<file path="src/rtl/pwr_rail_pkg.sv">
package pwr_rail_pkg;

  localparam int NUM_RAILS = 3;
  localparam int STAGE_W   = $clog2(NUM_RAILS + 1);

  // Rails switched on by the sequencer at a given stage: the lowest
  // 'stage' rails, in fixed order A, B, linear.
  function automatic logic [NUM_RAILS-1:0] stage_rails(input logic [STAGE_W-1:0] stage);
    logic [NUM_RAILS-1:0] m;
    for (int i = 0; i < NUM_RAILS; i++) begin
      m[i] = (i < int'(stage));
    end
    return m;
  endfunction

  // Ready qualification: a gate source plus every rail good or masked.
  function automatic logic ready_qualify(input logic gate,
                                         input logic [NUM_RAILS-1:0] pg,
                                         input logic [NUM_RAILS-1:0] mask);
    return gate && (&(pg | mask));
  endfunction

  // Priority of enable sources: thermal block, pin, direct bits, sequencer.
  function automatic logic [NUM_RAILS-1:0] rail_select(input logic therm,
                                                       input logic pin,
                                                       input logic [NUM_RAILS-1:0] direct,
                                                       input logic [NUM_RAILS-1:0] seq);
    if (therm)        return '0;
    else if (pin)     return '1;
    else if (|direct) return direct;
    else              return seq;
  endfunction

endpackage

</file>
<file path="src/rtl/prc_fault_regs.sv">
module prc_fault_regs
  import pwr_rail_pkg::*;
#(
  parameter logic [NUM_RAILS-1:0] MASK_DEFAULT = '0
) (
  input  logic                 clk,
  input  logic                 rst_n,
  input  logic                 therm_event,
  input  logic                 therm_clr,
  input  logic                 mask_wr,
  input  logic [NUM_RAILS-1:0] mask_wdata,
  output logic                 therm_q,
  output logic [NUM_RAILS-1:0] mask_q
);

  // Thermal latch: an event wins over a clear in the same cycle.
  always_ff @(posedge clk) begin
    if (!rst_n)           therm_q <= 1'b0;
    else if (therm_event) therm_q <= 1'b1;
    else if (therm_clr)   therm_q <= 1'b0;
  end

  // Per-rail ignore mask, reset from the parameter default.
  for (genvar g = 0; g < NUM_RAILS; g++) begin : g_mask
    always_ff @(posedge clk) begin
      if (!rst_n)       mask_q[g] <= MASK_DEFAULT[g];
      else if (mask_wr) mask_q[g] <= mask_wdata[g];
    end
  end

endmodule

</file>
<file path="src/rtl/prc_sequencer.sv">
module prc_sequencer
  import pwr_rail_pkg::*;
#(
  parameter int GAP_W = 8
) (
  input  logic                 clk,
  input  logic                 rst_n,
  input  logic                 go,
  input  logic [GAP_W-1:0]     step_gap,
  output logic [NUM_RAILS-1:0] seq_rails,
  output logic                 step_fire
);

  localparam logic [STAGE_W-1:0] LAST_STAGE = STAGE_W'(NUM_RAILS);

  logic [STAGE_W-1:0] stage;
  logic [GAP_W-1:0]   gap_cnt;

  // A step happens when the wait after the current stage is over.
  assign step_fire = go && (stage != '0) && (stage != LAST_STAGE) && (gap_cnt == step_gap);

  always_ff @(posedge clk) begin
    if (!rst_n || !go) begin
      stage   <= '0;
      gap_cnt <= '0;
    end else if (stage == '0) begin
      stage   <= STAGE_W'(1);
      gap_cnt <= '0;
    end else if (step_fire) begin
      stage   <= stage + STAGE_W'(1);
      gap_cnt <= '0;
    end else if (stage != LAST_STAGE) begin
      gap_cnt <= gap_cnt + GAP_W'(1);
    end
  end

  assign seq_rails = stage_rails(stage);

endmodule

</file>
<file path="src/rtl/prc_ready_gen.sv">
module prc_ready_gen
  import pwr_rail_pkg::*;
#(
  parameter int SRC_W = 6
) (
  input  logic                 clk,
  input  logic                 rst_n,
  input  logic [SRC_W-1:0]     src,
  input  logic                 gate,
  input  logic [NUM_RAILS-1:0] pgood_in,
  input  logic [NUM_RAILS-1:0] mask,
  output logic [NUM_RAILS-1:0] pgood_q,
  output logic                 ready_q,
  output logic                 src_stable,
  output logic                 ready_cand
);

  logic [SRC_W-1:0] src_prev;

  for (genvar g = 0; g < NUM_RAILS; g++) begin : g_pg
    always_ff @(posedge clk) begin
      if (!rst_n) pgood_q[g] <= 1'b0;
      else        pgood_q[g] <= pgood_in[g];
    end
  end

  assign src_stable = (src == src_prev);
  assign ready_cand = ready_qualify(gate, pgood_q, mask);

  always_ff @(posedge clk) begin
    if (!rst_n) begin
      src_prev <= '0;
      ready_q  <= 1'b0;
    end else begin
      src_prev <= src;
      if (src_stable) ready_q <= ready_cand;
    end
  end

endmodule

</file>
<file path="src/rtl/pwr_rail_ctrl.sv">
module pwr_rail_ctrl
  import pwr_rail_pkg::*;
#(
  parameter int                   GAP_W        = 8,
  parameter logic [NUM_RAILS-1:0] MASK_DEFAULT = '0
) (
  input  logic                 clk,
  input  logic                 rst_n,
  input  logic [NUM_RAILS-1:0] rail_en_req,
  input  logic                 all_en_req,
  input  logic                 en_pin,
  input  logic                 force_ready,
  input  logic [GAP_W-1:0]     step_gap,
  input  logic [NUM_RAILS-1:0] pgood_in,
  input  logic                 mask_wr,
  input  logic [NUM_RAILS-1:0] mask_wdata,
  input  logic                 therm_event,
  input  logic                 therm_clr,
  output logic [NUM_RAILS-1:0] rail_on,
  output logic                 ready_out,
  output logic [NUM_RAILS-1:0] pgood_status,
  output logic [NUM_RAILS-1:0] pgood_mask,
  output logic                 therm_latched
);

  localparam int SRC_W = NUM_RAILS + 3;

  logic                 therm_q;
  logic                 direct_mode;
  logic                 seq_go;
  logic                 step_fire;
  logic                 src_stable;
  logic                 ready_cand;
  logic [NUM_RAILS-1:0] seq_rails;
  logic [NUM_RAILS-1:0] rail_next;
  logic [SRC_W-1:0]     src_vec;

  prc_fault_regs #(.MASK_DEFAULT(MASK_DEFAULT)) u_fault (
    .clk        (clk),
    .rst_n      (rst_n),
    .therm_event(therm_event),
    .therm_clr  (therm_clr),
    .mask_wr    (mask_wr),
    .mask_wdata (mask_wdata),
    .therm_q    (therm_q),
    .mask_q     (pgood_mask)
  );

  // The combined enable counts only with all direct bits clear.
  assign direct_mode = |rail_en_req;
  assign seq_go      = all_en_req && !direct_mode && !en_pin && !therm_q;

  prc_sequencer #(.GAP_W(GAP_W)) u_seq (
    .clk      (clk),
    .rst_n    (rst_n),
    .go       (seq_go),
    .step_gap (step_gap),
    .seq_rails(seq_rails),
    .step_fire(step_fire)
  );

  assign rail_next = rail_select(therm_q, en_pin, rail_en_req, seq_rails);

  always_ff @(posedge clk) begin
    if (!rst_n) rail_on <= '0;
    else        rail_on <= rail_next;
  end

  assign src_vec = {en_pin, force_ready, all_en_req, rail_en_req};

  prc_ready_gen #(.SRC_W(SRC_W)) u_ready (
    .clk       (clk),
    .rst_n     (rst_n),
    .src       (src_vec),
    .gate      (force_ready | en_pin),
    .pgood_in  (pgood_in),
    .mask      (pgood_mask),
    .pgood_q   (pgood_status),
    .ready_q   (ready_out),
    .src_stable(src_stable),
    .ready_cand(ready_cand)
  );

  assign therm_latched = therm_q;

endmodule

</file>
<file path="config.mk">
export PLATFORM = sky130hd
export DESIGN_NAME = pwr_rail_ctrl
export DESIGN_NICKNAME = d
export VERILOG_FILES = /design/src/rtl/pwr_rail_pkg.sv /design/src/rtl/prc_fault_regs.sv /design/src/rtl/prc_sequencer.sv /design/src/rtl/prc_ready_gen.sv /design/src/rtl/pwr_rail_ctrl.sv
export SDC_FILE = /design/constraint.sdc
export NUM_CORES = 1
export LEC_CHECK = 0
export BUFFER_PORTS_ARGS = -buffer_cell sky130_fd_sc_hd__buf_4
export CAP_MARGIN = 20
export CORE_MARGIN = 4
export CORE_UTILIZATION = 46
export DETAILED_ROUTE_END_ITERATION = 8
export GPL_TIMING_DRIVEN = 0
export PLACE_DENSITY = 0.79
export SKIP_CTS_REPAIR_TIMING = 1
export SYNTH_ARGS = -nofsm -noshare
export SYNTH_HDL_FRONTEND = slang
export SYNTH_SLANG_ARGS = --single-unit
</file>
<file path="constraint.sdc">
create_clock -name clk -period 1.4 [get_ports clk]
set_input_delay 0.28 -clock clk [delete_from_list [all_inputs] [get_ports clk]]
set_output_delay 0.28 -clock clk [all_outputs]
set_load 0.01 [all_outputs]
</file>
; ---- Yosys cells after proc, flatten, opt, wreduce, memory -nomap -nowiden
; Cells that the tools add are included.
[word_totals]
register_bits = 27
latch_bits = 0
mem_bits_rw = 0
rom_bits = 0
inputBits = 25
output_inout_bits = 11
elab_cells = 52
mem_count = 0
[op_classes]
add_sub_neg = 2
n_mul = 0
div = 0
n_lt_le_gt_ge = 3
n_eq_ne = 3
shifts = 0
mux = 6
bitwise_logic = 3
n_reduce_logical = 22
[ops]
columns = op, n
row1 = 8-bit by 1-bit adder with 8-bit output (second input constant), 1
row2 = 8-bit == test, 1
row3 = 1-bit logical AND, 7
row4 = 6-bit == test, 1
row5 = 3-bit 2-to-1 mux, 2
row6 = 2-bit nonzero test, 3
row7 = 3-bit OR reduction, 2
row8 = 1-bit zero test, 5
row9 = 1-bit by 2-bit < comparator with 1-bit output (first input constant), 2
row10 = 1-bit 2-to-1 mux, 4
row11 = 2-bit OR reduction, 2
row12 = 3-bit OR, 1
row13 = 3-bit AND reduction, 1
row14 = 2-bit by 1-bit adder with 2-bit output (second input constant), 1
row15 = 2-bit zero test, 1
row16 = 2-bit < comparator (first input constant), 1
row17 = 2-bit inequality test (second input constant), 1
row18 = 1-bit logical OR, 1
row19 = 1-bit inverter, 1
row20 = 1-bit OR, 1

; ---- Longest topological paths before layout
[logic_depth]
depth_word = 10
mapped_depth = 6
depth_no_buf = 6

; ---- By module
; Synthesis repeated with hierarchy kept, for this count alone.
[hier_totals]
hier_cells = 128
hier_area_um2 = 1288.7
[modules_own_cells]
columns = mod, instances, cells_each, area_per_inst_um2, seq_area_each_um2
row1 = prc_sequencer, 1, 69, 640.6, 200.2
row2 = prc_ready_gen, 1, 34, 362.8, 200.2
row3 = prc_fault_regs, 1, 12, 142.6, 80.1
row4 = pwr_rail_ctrl, 1, 13, 142.6, 60.1

; ---- Worst setup path after synthesis
; No wires, ideal clock.
[synth_timing]
kind = register to register
start = reg u_seq.stage[1]
end = reg u_seq.stage[1]
setup_time_ns = 0.121
arrival_time_ns = 1.405
required_time_ns = 1.279
setup_slack_ns = -0.126
path_stages_with_launch = 7
path_cell_list = dfxtp_1 -> inv_1 -> ha_1 -> nor2_1 -> nand3_2 -> nor4_2 -> mux2_2
[synth_between]
elab_chain_len = 4
elab_cells_between_ends = 8
classes_between = add/sub (1) / eq/ne (1) / reduce/logical (6)
[synth_rtl]
columns = item, line
row1 = from (decl), prc_sequencer.sv:16  ; logic [STAGE_W-1:0] stage;
row2 = from (signal assigned), prc_sequencer.sv:30  ; stage <= stage + STAGE_W'(1);
row3 = 2-bit nonzero test, prc_sequencer.sv:20  ; assign step_fire = go && (stage != '0) && (stage != LAST_STAGE) && (gap_cnt == step_gap);
row4 = 1-bit logical AND (3 in a row), prc_sequencer.sv:20
; Parallel ways exist; a longest one is shown, timed or not.
; A chain may end at the register's enable or synchronous reset.

; ---- Final worst setup path
[layout_timing]
start = reg u_seq.stage[0]
end = reg u_seq.stage[1]
; Same word-level chain as after synthesis.

==> metrics.txt <==
# TYPE chip_impl_metric gauge
chip_impl_info{name="ys_dominant_reg_cell",value="sky130_fd_sc_hd__dfxtp_1"} 1
chip_impl_metric{name="synthesis.yosys.warnings",unit=""} 0
chip_impl_metric{name="first_global_vias",unit=""} 1050
chip_impl_metric{name="ctsLongestPathBuffers",unit=""} 2
chip_impl_metric{name="detail_route.iter0.violations",unit=""} 20
chip_impl_metric{name="power_dens_cells",unit="nW/um^2"} 762.6
chip_impl_metric{name="cts-htree-levels",unit=""} 1
chip_impl_metric{name="report.final.hold_viol_count",unit=""} 0
chip_impl_metric{name="relSlewSlack",unit=""} 0.7969
chip_impl_metric{name="total_switching_power",unit="mW"} 0.3269
chip_impl_info{name="netlist_top_cells_area",value="sky130_fd_sc_hd__dfxtp_1 42%, sky130_fd_sc_hd__xnor2_2 6.3%, sky130_fd_sc_hd__xnor2_1 6.1%"} 1
chip_impl_metric{name="fin_nets",unit=""} 201
chip_impl_metric{name="wl_per_cell",unit="um"} 13.30
chip_impl_metric{name="max_cap_violations",unit=""} 0
chip_impl_metric{name="portBuffers",unit=""} 34
chip_impl_metric{name="routed_via_density",unit=""} 5.059
chip_impl_metric{name="syn_nets",unit=""} 154
chip_impl_metric{name="vdd.ir_drop.worst",unit="mV"} 0.4988
chip_impl_info{name="worst_setup_path_end_kind",value="register"} 1
chip_impl_info{name="min_path_type",value="in2reg"} 1
chip_impl_metric{name="final.setup_skew",unit="ns"} 0.007382
chip_impl_metric{name="worst-path-max-fanout",unit=""} 4
chip_impl_info{name="violations",value="negative setup slack"} 1
chip_impl_info{name="synthMostInstantiatedCell",value="sky130_fd_sc_hd__dfxtp_1"} 1
chip_impl_metric{name="totalPowerFinal",unit="mW"} 1.348
chip_impl_metric{name="setup_total_negative_slack",unit="ns"} -0.6963
chip_impl_metric{name="worst_hold_slack",unit="ns"} 0.1585
chip_impl_metric{name="place.detailed.hpwl",unit="um"} 2002
chip_impl_info{name="synth.top_cells.by_count",value="27 x sky130_fd_sc_hd__dfxtp_1, 11 x sky130_fd_sc_hd__nor2_1, 9 x sky130_fd_sc_hd__and2_1, 9 x sky130_fd_sc_hd__nor3_1, 9 x sky130_fd_sc_hd__xnor2_1"} 1
chip_impl_info{name="critical_path.top_delay_family",value="simple AND/OR/NAND/NOR gates"} 1
chip_impl_metric{name="power.clock.fraction",unit=""} 0.249
chip_impl_metric{name="sequentialPowerShare",unit=""} 0.599
chip_impl_metric{name="timing_worst_slew_pin_value",unit="ns"} 0.3047
chip_impl_info{name="rsz_0062_raised_after_global_routing",value="true"} 1
chip_impl_metric{name="syn_to_final_growth",unit="%"} 35.87
chip_impl_metric{name="clkSinkCount",unit=""} 27
chip_impl_info{name="timing.critical_path.cells",value="inv_4 > ha_4 > nor2_4 > nand3_2 > nor4_4 > mux2_4"} 1
chip_impl_metric{name="routed-via-count",unit=""} 1027
chip_impl_metric{name="critical-path-max-stage-delay",unit="ns"} 0.42
chip_impl_metric{name="grt-ovfl-total",unit=""} 0
chip_impl_metric{name="cell_internal_pwr",unit="mW"} 1.021
chip_impl_info{name="synth.largest_area_cell",value="sky130_fd_sc_hd__dfxtp_1"} 1
chip_impl_metric{name="gr-usage-all-layers",unit=""} 0.1499
chip_impl_metric{name="die_outline_height",unit="um"} 61.19
chip_impl_metric{name="stdcell_area",unit="um^2"} 1768
chip_impl_metric{name="drt_pass1_iterations",unit=""} 4
chip_impl_metric{name="avgSynthCellArea",unit="um^2"} 10.33
chip_impl_info{name="clock_tree_from_tritoncts",value="done"} 1
chip_impl_metric{name="number_of_nets_with_antenna_violations_after_detailed_routing",unit=""} 0
chip_impl_metric{name="worst-endpoint-required",unit="ns"} 1.63
chip_impl_metric{name="maximum_operating_frequency",unit="MHz"} 668.5
chip_impl_metric{name="grt_first_pass_wirelength",unit="um"} 4360
chip_impl_metric{name="top_level_ports",unit=""} 36
chip_impl_metric{name="clk_pin_slew_worst_paths",unit="ns"} 0.14
chip_impl_metric{name="yosys.cell_types.count",unit=""} 37
chip_impl_metric{name="antenna_found_initial",unit=""} 0
chip_impl_metric{name="fin_crit_sh",unit=""} 1.068
chip_impl_info{name="cp-start-kind",value="register"} 1
chip_impl_metric{name="total_leakage_power",unit="nW"} 0.7156
chip_impl_metric{name="placement_rows",unit=""} 19
chip_impl_metric{name="finalWirelength",unit="um"} 2699
chip_impl_metric{name="post-route-min-period",unit="ns"} 1.496
chip_impl_metric{name="core_area",unit="um^2"} 2734
chip_impl_metric{name="cp.arrival",unit="ns"} 1.73
chip_impl_info{name="worstSetupPathType",value="reg2reg"} 1
chip_impl_metric{name="synthesis.instances",unit=""} 126
chip_impl_info{name="root_buffer",value="sky130_fd_sc_hd__clkbuf_4"} 1
chip_impl_metric{name="post_dp_cell_area",unit="um^2"} 1620
chip_impl_metric{name="synth-async-reset-ratio",unit=""} 0
chip_impl_metric{name="grt_start_max_net_pins",unit=""} 15
chip_impl_metric{name="insertedDiodeCount",unit=""} 0
chip_impl_metric{name="synth_edf_count",unit=""} 0
chip_impl_metric{name="setup_slack",unit="ns"} -0.09585
chip_impl_metric{name="setup_violations",unit=""} 9
chip_impl_metric{name="initial_core_util",unit=""} 0.4760
chip_impl_metric{name="final_max_slew_viol_count",unit=""} 0
chip_impl_info{name="critical_path_s_slowest_cell",value="sky130_fd_sc_hd__dfxtp_4"} 1
chip_impl_metric{name="mappedNetlistArea",unit="um^2"} 1301
chip_impl_metric{name="crit_buf_inv",unit=""} 1
chip_impl_metric{name="power_frac_comb",unit=""} 0.153
chip_impl_metric{name="cts-buffers-inserted",unit=""} 3
chip_impl_metric{name="synth.top_cell.area_share",unit=""} 0.4154
chip_impl_metric{name="sequential_area_share_after_synthesis",unit=""} 0.4154
chip_impl_metric{name="synth_seq_cells",unit=""} 27
chip_impl_metric{name="final_layout_size_suffix_gt1_frac",unit=""} 0.4477
chip_impl_metric{name="route.detailed.drc",unit=""} 0
chip_impl_metric{name="p_sw_frac",unit=""} 0.2425
chip_impl_metric{name="die_area",unit="um^2"} 3744
chip_impl_metric{name="die_w",unit="um"} 61.19
chip_impl_metric{name="gp_congestion",unit=""} 0.7922
chip_impl_info{name="status",value="finished, violations left"} 1
chip_impl_metric{name="insertion_delay",unit="ns"} 0.32
stage by stage:
step | util | setup slack, ns | std cells
global placement | 0.5927 | -0.1747 | 191
global route | 0.6467 | -0.1577 | 203
detailed placement | 0.5927 | -0.2165 | 191
finish | 0.6467 | -0.09585 | 203
floorplan | - | -0.08108 | 126
CTS | 0.6023 | -0.2268 | 195
power by group through the flow:
stage	combinational (mW)	clock [mW]	sequential [mW]
floorplan	0.0866	0	0.834
global placement	0.194	0	0.827
detailed placement	0.199	0	0.828
CTS	0.200	0.343	0.811
global route	0.226	0.385	0.811
finish	0.206	0.335	0.807
final timing paths:
kind                     start                 end  slack, ns  cells after the start
min                pgood_in[2]  u_ready.pgood_q[2]       0.16                      2
min reg2reg  u_fault.mask_q[1]   u_fault.mask_q[1]       0.55                      2
max reg2reg     u_seq.stage[0]      u_seq.stage[1]       -0.1                      6
max             u_seq.stage[0]      u_seq.stage[1]       -0.1                      6
cell families (layout without fill, tap and decap cells):
logic type	count (synthesis)	after routing	share of synthesized area
buffers and inverters	7	53	0.02115
xor gates and xnor gates	21	21	0.1702
muxes	5	5	0.03942
adders and majority gates	3	3	0.02885
DFF	27	27	0.4154
AOI/OAI and AO/OA	10	10	0.05385
and+or+nand+nor	53	53	0.2712
worst reg2reg max path, stage by stage (launching register included):
cell	delay, ns
sky130_fd_sc_hd__dfxtp_4	0.42
sky130_fd_sc_hd__inv_4	0.04
sky130_fd_sc_hd__ha_4	0.16
sky130_fd_sc_hd__nor2_4	0.07
sky130_fd_sc_hd__nand3_2	0.11
sky130_fd_sc_hd__nor4_4	0.29
sky130_fd_sc_hd__mux2_4	0.32
registers in the layout, summed over array words and instances (netlist names):
name,cells
u_seq.gap_cnt,8
u_ready.src_prev,6
rail_on,3
u_fault.mask_q,3
u_ready.pgood_q,3
u_seq.stage,2
u_fault.therm_q,1
u_ready.ready_q,1
area by class of cell:
cell class / instances / area [um^2]
tap: 31 / 38.79
sequential: 27 / 556.8
timing repair buffer: 42 / 315.3
fill: 221 / 965.9
buffer: 2 / 8.758
multi-input combinational: 92 / 800.8
inverter: 5 / 21.27
clock buffer: 4 / 26.28
layer usage:
layer | track usage | share of wire
met3 | 0.02725 | 0.049
met4 | 0.03406 | 0.0033
met2 | 0.2674 | 0.53
met5 | 0 | 0
met1 | 0.1869 | 0.42
placed cells by master, fill, tap and decap left out, drive strengths merged, types with 3 or more instances in the layout:
master and instances:
nor2b 5, inv 5, nand3 3, xor2 7, xnor2 14, nor4 3
ha 3, nand2 3, buf 43, nor3 9, dfxtp 27, and2 9
clkbuf 5, mux2i 4, nor2 11
(Power assumes the default switching activity.)
